**src/rtl/rxh_pkg.sv**
```systemverilog
package rxh_pkg;

    typedef enum logic [1:0] {
        RX_PRIME  = 2'd0,
        RX_STREAM = 2'd1,
        RX_HELD   = 2'd2
    } rx_state_e;

endpackage

```
**src/rtl/rxh_shift_path.sv**
```systemverilog
module rxh_shift_path #(
    parameter int W = 8
) (
    input  logic         clk,
    input  logic         rst_n,
    input  logic         shift_en,
    input  logic         bit_in,
    output logic [W-1:0] buf_q
);
    logic [W-1:0] stage_q;

    // input register: one flop per stage, stage 0 takes the line
    generate
        for (genvar g = 0; g < W; g++) begin : g_stage
            always_ff @(posedge clk or negedge rst_n) begin
                if (!rst_n) begin
                    stage_q[g] <= 1'b0;
                end else if (shift_en) begin
                    if (g == 0) begin
                        stage_q[g] <= bit_in;
                    end else begin
                        stage_q[g] <= stage_q[g-1];
                    end
                end
            end
        end
    endgenerate

    // receive buffer fed from the last input stage
    always_ff @(posedge clk or negedge rst_n) begin
        if (!rst_n) begin
            buf_q <= '0;
        end else if (shift_en) begin
            buf_q <= {buf_q[W-2:0], stage_q[W-1]};
        end
    end

endmodule

```
**src/rtl/rxh_ctrl.sv**
```systemverilog
module rxh_ctrl
    import rxh_pkg::*;
#(
    parameter int W = 8
) (
    input  logic clk,
    input  logic rst_n,
    input  logic en_n,
    input  logic req,
    output logic shift_en,
    output logic held,
    output logic xfer_q
);
    localparam int CW = $clog2(W + 1);
    localparam logic [CW-1:0] LAST = CW'(W - 1);

    rx_state_e     state_q, state_d;
    logic [CW-1:0] cnt_q, cnt_d;
    logic          accept;
    logic          handover;

    assign accept = !en_n && (state_q != RX_HELD);

    always_comb begin
        state_d  = state_q;
        cnt_d    = cnt_q;
        handover = 1'b0;
        unique case (state_q)
            RX_PRIME: begin
                if (accept) begin
                    if (cnt_q == LAST) begin
                        state_d = RX_STREAM;       // prime-done
                        cnt_d   = '0;
                    end else begin
                        cnt_d = cnt_q + 1'b1;
                    end
                end
            end
            RX_STREAM: begin
                if (accept) begin
                    if (cnt_q == LAST) begin
                        cnt_d = '0;
                        if (req) begin
                            handover = 1'b1;       // fill-handover
                        end else begin
                            state_d = RX_HELD;     // fill-hold
                        end
                    end else begin
                        cnt_d = cnt_q + 1'b1;
                    end
                end
            end
            RX_HELD: begin
                if (req) begin
                    handover = 1'b1;               // release
                    state_d  = RX_STREAM;
                    cnt_d    = '0;
                end
            end
            default: begin
                state_d = RX_PRIME;
                cnt_d   = '0;
            end
        endcase
    end

    always_ff @(posedge clk or negedge rst_n) begin
        if (!rst_n) begin
            state_q <= RX_PRIME;
            cnt_q   <= '0;
            xfer_q  <= 1'b0;
        end else begin
            state_q <= state_d;
            cnt_q   <= cnt_d;
            xfer_q  <= handover;
        end
    end

    always_comb begin
        shift_en = accept;
        held     = (state_q == RX_HELD);
    end

endmodule

```
**src/rtl/serial_rx_handshake.sv**
```systemverilog
module serial_rx_handshake #(
    parameter int W = 8
) (
    input  logic         clk,
    input  logic         rst_n,
    input  logic         rx_bit,
    input  logic         rx_en_n,
    input  logic         periph_req,
    output logic [W-1:0] rx_data,
    output logic         xfer_valid,
    output logic         rx_full,
    output logic         rx_ready
);
    logic shift_en;
    logic held;

    rxh_ctrl #(.W(W)) u_ctrl (
        .clk      (clk),
        .rst_n    (rst_n),
        .en_n     (rx_en_n),
        .req      (periph_req),
        .shift_en (shift_en),
        .held     (held),
        .xfer_q   (xfer_valid)
    );

    rxh_shift_path #(.W(W)) u_path (
        .clk      (clk),
        .rst_n    (rst_n),
        .shift_en (shift_en),
        .bit_in   (rx_bit),
        .buf_q    (rx_data)
    );

    assign rx_full  = held;
    assign rx_ready = !held;

endmodule

```
**config.mk**
```make
export PLATFORM = sky130hd
export DESIGN_NAME = serial_rx_handshake
export DESIGN_NICKNAME = d
export VERILOG_FILES = /design/src/rtl/rxh_pkg.sv /design/src/rtl/rxh_shift_path.sv /design/src/rtl/rxh_ctrl.sv /design/src/rtl/serial_rx_handshake.sv
export SDC_FILE = /design/constraint.sdc
export NUM_CORES = 1
export LEC_CHECK = 0
export BUFFER_PORTS_ARGS = -buffer_cell sky130_fd_sc_hd__buf_4
export CORE_UTILIZATION = 35
export CTS_CLUSTER_SIZE = 8
export DETAILED_ROUTE_END_ITERATION = 8
export MAX_ROUTING_LAYER = met4
export PLACE_DENSITY = 0.64
export SLEW_MARGIN = 15
export SYNTH_ARGS = -nofsm -noshare
export SYNTH_HDL_FRONTEND = slang
export SYNTH_SLANG_ARGS = --single-unit
export TNS_END_PERCENT = 1
```
**constraint.sdc**
```tcl
create_clock -name clk -period 5 [get_ports clk]
set_input_delay 0 -clock clk [delete_from_list [all_inputs] [get_ports clk]]
set_output_delay 0 -clock clk [all_outputs]
set_load 0.005 [all_outputs]
```
Word level (Yosys, flattened, before mapping)
Cells that the tools add are included.
- memories kept: 0
- bits in latches: 0
- register bits after elaboration: 23
- bits in writable memories: 0
- ROM bits: 0
- output and inout bits: 11
- logic and storage cells: 46
- input port bits: 5
- bitwise gates (word level): 0
- add/sub/neg operators: 1
- mux-type cells: 15
- divide/modulo/power cells: 0
- shift-type cells: 0
- multiply operators: 0
- reductions and logical operators: 7
- equality and inequality tests: 11
- magnitude comparators: 0
- operator list (cell ; number):
    $mux 2 ; 6
    $mux 4 ; 3
    $ne 2x2->1 const B ; 5
    $pmux 4 s2 ; 1
    $ne 2x1->1 const B ; 3
    $pmux 2 s3 ; 1
    $reduce_and 6->1 ; 1
    $add 4x1->4 const B ; 1
    $eq 4x3->1 const B ; 1
    $mux 1 ; 3
    $eq 2x1->1 const B ; 1
    $eq 2x2->1 const B ; 1
    $logic_not 1->1 ; 2
    $logic_not 2->1 ; 1
    $pmux 1 s2 ; 1
    $reduce_and 2->1 ; 1
    $reduce_or 2->1 ; 1
    $logic_and 1x1->1 ; 1

Logic depth before layout (Yosys ltp)
Gate-level depths: netlist (run 1).
- depth in word-level cells: 4
- gate-level depth with buffers: 6
- depth with buffers taken out: 6

Hierarchy
A second synthesis (run 1) with hierarchy kept.
- cell total of the unflattened synthesis: 82
- area total of the unflattened synthesis: 1147.4 um^2
- by module, submodules not included (module ; area an instance (um^2) ; times used ; seq. area each (um^2) ; cells an instance):
    rxh_shift_path ; 649.4 ; 1 ; 400.4 ; 34
    rxh_ctrl ; 494.2 ; 1 ; 175.2 ; 47
    serial_rx_handshake ; 3.8 ; 1 ; 0.0 ; 1

Worst setup path after synthesis (run 1)
No wires, ideal clock.
- path kind: flip-flop to flip-flop
- start: register u_ctrl.state_q[0]
- end: register u_path.stage_q[0]
- clock period less this slack: 1.574 ns
- data required time: 4.875 ns
- path slack: 3.426 ns
- arrival time: 1.449 ns
- library setup time: 0.125 ns
- stages on the path, launching flop included: 6
- buffers on the path: 1
- cell sequence: dfrtp_1 > inv_1 > ha_1 > nor2_2 > buf_6 > mux2_2
- cells in the longest elaborated chain, start to end: 2
- RTL lines (what ; line ; text):
    start, declared ; rxh_ctrl.sv:17 ; rx_state_e state_q, state_d;
    start signal, assigned ; rxh_ctrl.sv:73 ; state_q <= state_d;
    $ne 2x2->1 ; rxh_ctrl.sv:22 ; assign accept = !en_n && (state_q != RX_HELD);
    $logic_and 1x1->1 ; rxh_ctrl.sv:22 ;
    end signal, assigned by index ; rxh_shift_path.sv:20 ; stage_q[g] <= bit_in;
    end signal, assigned by index ; rxh_shift_path.sv:22 ; stage_q[g] <= stage_q[g-1];
    end, declared ; rxh_shift_path.sv:10 ; logic [W-1:0] stage_q;
No other way between the ends.
A chain may end at the register's enable or synchronous reset.

Final worst setup path (run 1)
Same ends and word-level chain as after synthesis.

==> flow_summary.yaml, run 1 <==
floorplanning:
  core_area_um2: 2850
  row_count: 19
  die_h_um: 57.9
  start_util_pct: 38.3
  fp.dieW_um: 57.9
  die_area_um2: 3350
  pin_count: 16
synthesis:
  synth-compound-area-share_pct: 9.73
  synth-seq-cells: 23
  synthArstFlopShare_pct: 100
  synthSimpleGateAreaFrac_pct: 9.61
  synth.top_cells.by_area: "dfrtp_1 53%, mux2_2 16%, ha_1 6.9%"
  muxShareOfSynthArea_pct: 18.8
  syn_area_um2: 1090
  synth_cells: 81
  synth_xor_area_share_pct: 0
  synth.distinct_cells: 24
  synth_top_family_by_area: "multiplexers"
  synth_top_area_share_pct: 52.6
  ys_seq_area_share_pct: 52.6
  synth-adder-area-share_pct: 6.86
  ys_top_cells_by_count: "23 x dfrtp_1, 16 x mux2_2, 6 x ha_1, 6 x o21ai_0, 4 x inv_1"
  ys_warn_count: 0
  synth_edf_count: 0
  synth_ff_type: "dfrtp_1"
  synth_area_per_cell_um2: 13.5
  yosys.area.top_type: "dfrtp_1"
  synth_most_common_cell: "dfrtp_1"
  synthesis.nets: 92
placed_design:
  post-place-ws_ns: 3.10
  hpwlAfterDp_mm: 1.22
  io_buffers: 15
  gp_congestion: 0.713
routing:
  firstDrtPassIters: 5
  route.vias.total: 656
  vias_per_cell: 4.93
  drc: 2
  wl_per_cell_um: 12.5
  routed_wl_mm: 1.66
  final_antenna_net_count: 0
  first_iter_violations: 7
cts:
  cts_root_buf: "clkbuf_4"
  tritoncts: "done"
  cts-htree-levels: 1
  clock_latency_ns: 0.30
  clk_path_buf_depth: 2
  path_clk_slew_ns: 0.13
  clock-sinks: 23
  cts_buffers: 3
critical_path:
  crit_arrival_ns: 2.09
  cp-start-kind: "register"
  critPathKind: "register to register"
  path_max_fanout: 16
  required_ns: 5.20
  max_stage_delay_ns: 0.59
  endpoint: "u_path.stage_q[0]"
  ff2ff_setup_slack_ns: 3.11
  worstPathCellList: "inv_1 -> ha_1 -> nor2_2 -> mux2_2"
  end_kind: "register"
  regToRegEndpoint: "u_path.stage_q[0]"
  startpoint: "u_ctrl.state_q[0]"
  worst_path_max_delay_cell: "nor2_2"
  r2r_start: "u_ctrl.state_q[0]"
  worstRegToRegCells: 4
layout:
  nFillCells: 278
  drive_gt1_share_pct: 43.1
  diodes: 0
  nets: 114
  syn_to_final_growth_pct: 18.1
timing:
  setup_ws_ns: 3.11
  setup_tns_ns: 0
  rsz0062_at_grt: "no"
  min_period_ns: 1.89
  setup_viol: 0
  fin_skew_ns: 0.00454
  max_freq_mhz: 530
  maxSlewHeadroom_pct: 51.2
  hold_viol: 0
  tightestPinTransition_ns: 0.731
  final_max_slew_viol_count: 0
  fin_crit_sh_pct: 37.8
min_path:
  hp-start: "rx_en_n"
  hp-class: "input port to register"
run_status:
  violations: "design-rule violations"
  outcome: "finished, violations left"
power:
  p_leak_nw: 0.625
  power-per-cell-area_nw_per_um2: 572
  vdd_ir_drop_max_mv: 0.203
grt:
  grt_use_total_pct: 11.9
  grt_antenna_before_repair: 0
  grt-ovfl-total: 0
  grt_pass1_wl_mm: 2.89
  first_global_vias: 631
  grt_start_max_net_pins: 24
flow_run:
  maxCapViolations: 0
==> worst min path at each step <==
stage | cells past startpoint | slack (ns) | endpoint
after global routing | 4 | 0.09 | u_ctrl.xfer_q
after CTS | 4 | 0.07 | u_ctrl.xfer_q
final | 4 | 0.08 | u_ctrl.xfer_q
after floorplan | 0 | -0.30 | u_ctrl.cnt_q[0]
after detailed placement | 1 | -0.09 | u_ctrl.cnt_q[2]
after global placement | 1 | -0.09 | u_ctrl.cnt_q[2]
==> worst max-delay path, delay by kind of cell, from the launching register on <==
kind          cells  cell delay (ns)
flops             1             0.40
buf+inv           1             0.10
mux               1             0.41
fa+ha+maj         1             0.28
simple gates      1             0.59
==> cell families (layout without fill, tap and decap cells) <==
logic type      count (synthesis)  count (layout)
fa+ha+maj                       6               6
simple gates                   16              16
flops                          23              23
compound gates                 13              13
mux                            18              18
buf+inv                         5              26
==> cells in the final DEF, fill, tap and decap left out <==
cell type,instances
a21oi_1,2
buf_4,15
clkbuf_4,3
clkinv_2,1
dfrtp_1,23
dlygate4sd3_1,3
ha_1,6
inv_1,4
mux2_2,16
mux2_4,1
mux2i_1,1
nand2_1,3
nand3_1,1
nand3b_4,1
nor2_1,3
nor2_2,2
nor2b_1,1
nor3_1,1
nor4_2,1
o21ai_0,6
o21ai_2,1
o21bai_1,1
o22ai_2,1
o31ai_4,1
o41ai_2,1
or2_1,1
or2b_1,2
==> timing repair <==
item                                   in CTS  in global routing
hold buffers                                3                  0
endpoints found under the hold margin      25                  0
buffers inserted                            0                  0
resized for setup                           0                  0
==> metal layers <==
layer | track usage [%] | part of all wire [%] | up-vias
li1 | - | - | 325
met1 | 13.8 | 45 | 323
met2 | 19.4 | 52 | 6
met3 | 2.68 | 2.1 | 2
met4 | 6.12 | 0.78 | 0
met5 | - | 0 | -
==> report_power, final <==
| part | switching, mW | internal, mW | total (mW) |
|---|---|---|---|
| Clock | 0.0548 | 0.0298 | 0.0846 |
| Sequential | 0.0538 | 0.270 | 0.324 |
| Combinational | 0.144 | 0.187 | 0.331 |
==> through the flow <==
| stage | total power, mW | cells | util (%) | hold WS [ns] | instance area [um2] |
|---|---|---|---|---|---|
| floorplan | 0.549 | 81 | - | -0.296 | 1090 |
| global placement | 0.648 | 126 | 43.2 | -0.0937 | 1230 |
| detailed placement | 0.662 | 126 | 43.2 | -0.0889 | 1230 |
| CTS | 0.752 | 133 | 45.3 | 0.0701 | 1290 |
| global route | 0.806 | 133 | 45.3 | 0.0893 | 1290 |
| finish | 0.739 | 133 | 45.3 | 0.0763 | 1290 |
==> flip-flops by register name, summed over array words and instances (netlist names) <==
signal          cells
u_ctrl.cnt_q        4
u_path.stage_q      8
u_path.buf_q        8
u_ctrl.state_q      2
u_ctrl.xfer_q       1
==> cell type report <==
class / count / area (um2) / area share [%]
clock inverter: 1 / 5.00 / 0.388
multi-input combinational: 53 / 492 / 38.1
sequential: 23 / 576 / 44.6
tap: 31 / 38.8 / 3.00
clock buffer: 3 / 22.5 / 1.74
inverter: 4 / 15.0 / 1.16
timing repair buffer: 18 / 143 / 11.0
Power figures use the tool's default switching activity.
==> inputs of run 2 (changes only) <==
Settings changed: PLACE_DENSITY 0.64 to 0.66.
Clock period 5 ns to 1.68 ns, I/O delays scaled along.
==> run 2 against run 1 <==
- the run still ends with design-rule violations left
- worst hold slack improved by 0.010 ns
- power rose to 3.1 times the previous value
- sequential share of layout area fell by 1.6 points
- first-iteration DRC count fell by 29%
- largest cell class unchanged
==> flow_summary.yaml, run 2 (synthesis gave the netlist of run 1 again) <==
critical_path:
  cp-start-kind: "register"
  worstRegToRegCells: 6
  end_kind: "register"
  critPathKind: "register to register"
  worst_path_max_delay_cell: "dfrtp_1"
  max_stage_delay_ns: 0.40
  required_ns: 1.89
  regToRegEndpoint: "u_ctrl.cnt_q[3]"
  ff2ff_setup_slack_ns: 0.1
  crit_arrival_ns: 1.80
  path_max_fanout: 6
  r2r_start: "u_ctrl.state_q[0]"
  worstPathCellList: "inv_1 -> ha_2 -> nor2_1 -> o22ai_2 -> or2_1 -> o41ai_2"
min_path:
  whs_endpoint: "u_ctrl.state_q[0]"
  hp-start: "rx_en_n"
  holdPathStages: 4
  hp-class: "input port to register"
routing:
  first_iter_violations: 5
  firstDrtPassIters: 6
  routed_wl_mm: 1.80
  wl_per_cell_um: 13.2
  final_antenna_net_count: 0
  vias_per_cell: 5.04
  route.vias.total: 686
  drc: 1
layout:
  final_cells: 136
  drive_gt1_share_pct: 47.6
  nets: 117
  most-common-layout-cells: "23 x dfrtp_1, 17 x buf_4, 16 x mux2_2, 6 x o21ai_0, 4 x inv_1"
  diodes: 0
  layout_commonest_cell: "dfrtp_1"
  syn_to_final_growth_pct: 22.4
  top_regs: "u_path.buf_q: 8 flops, u_path.stage_q: 8 flops, u_ctrl.cnt_q: 4 flops"
  nFillCells: 277
floorplanning:
  row_count: 19
  fp.dieW_um: 57.9
  die_area_um2: 3350
  die_h_um: 57.9
  pin_count: 16
  start_util_pct: 38.3
  core_area_um2: 2850
run_status:
  violations: "design-rule violations"
  outcome: "finished, violations left"
timing:
  min_period_ns: 1.58
  setup_ws_ns: 0.0958
  fin_crit_sh_pct: 94.3
  max_freq_mhz: 631
  fin_skew_ns: 0.00183
  tightestPinTransition_ns: 0.300
  rsz0062_at_grt: "no"
  hold_viol: 0
  final_max_slew_viol_count: 0
  maxSlewHeadroom_pct: 80.0
  setup_viol: 0
  setup_tns_ns: 0
cts:
  cts_buffers: 3
  path_clk_slew_ns: 0.13
  clk_path_buf_depth: 2
  clock-sinks: 23
  cts_root_buf: "clkbuf_4"
  clock_latency_ns: 0.30
  tritoncts: "done"
  cts-htree-levels: 1
placed_design:
  placed_cells: 128
  hpwlAfterDp_mm: 1.28
  gp_congestion: 0.890
  post-place-ws_ns: 0.0117
  io_buffers: 15
grt:
  grt_antenna_before_repair: 0
  grt_pass1_wl_mm: 3.12
  first_global_vias: 679
  grt_start_max_net_pins: 24
  grt-ovfl-total: 0
  grt_use_total_pct: 12.5
flow_run:
  maxCapViolations: 0
power:
  power.total_mw: 2.31
  vdd_ir_drop_max_mv: 0.798
  power-per-cell-area_nw_per_um2: 1720
  p_leak_nw: 0.641
## run 2: critical path, delay by kind of cell (launching register included)
| family | cells | cell delay, ns |
|---|---|---|
| compound gates | 2 | 0.34 |
| fa+ha+maj | 1 | 0.24 |
| buf+inv | 1 | 0.10 |
| flops | 1 | 0.40 |
| simple gates | 2 | 0.39 |
## run 2: final cells by class
class | instances | area [um2] | area share [%]
flip-flops and latches | 23 | 576 | 43.0
multi-input cells | 53 | 504 | 37.7
repair buffers | 21 | 178 | 13.3
well taps | 31 | 38.8 | 2.90
clock buffers | 3 | 22.5 | 1.68
inverters | 4 | 15.0 | 1.12
clock inverters | 1 | 5.00 | 0.374
## run 2: metal layers
layer | vias to the layer above | global-route usage [%] | routed length, um
li1 | 331 | - | -
met1 | 335 | 18.0 | 924
met2 | 16 | 17.4 | 778
met3 | 4 | 2.90 | 76
met4 | 0 | 4.08 | 17
met5 | - | - | 0
## run 2: report_power, final
group	switching, mW	leakage, nW	total (mW)	internal [mW]
Combinational	0.466	0.340	1.09	0.624
Clock	0.168	0.0177	0.257	0.0888
Sequential	0.158	0.283	0.962	0.804
## run 2: worst max-delay path by stage
| stage | start | end | slack (ns) |
|---|---|---|---|
| 2_1_floorplan | u_ctrl.state_q[0] | u_path.stage_q[0] | 0.11 |
| 3_3_place_gp | u_ctrl.state_q[0] | u_ctrl.state_q[1] | 0.08 |
| 3_5_place_dp | u_ctrl.state_q[1] | u_ctrl.cnt_q[3] | 0.01 |
| 4_1_cts | u_ctrl.state_q[1] | u_ctrl.cnt_q[3] | 0.004 |
| 5_1_grt | u_ctrl.state_q[0] | u_ctrl.cnt_q[3] | 0.008 |
| 6_report | u_ctrl.state_q[0] | u_ctrl.cnt_q[3] | 0.1 |
## run 2: stage by stage
step           area [um2]  hold slack [ns]  util, %
5_1_grt              1340           0.0950     46.9
3_5_place_dp         1260          -0.0838     44.2
6_report             1340           0.0866     46.9
3_3_place_gp         1260          -0.0889     44.2
4_1_cts              1320           0.0783     46.2
2_1_floorplan        1090           -0.296        -
## run 2: timing repair
item	4_1_cts	5_1_grt
gates resized for setup	0	4
endpoints found under the hold margin	25	0
setup endpoints to repair	0	4
hold buffers	3	0
setup buffers	0	1
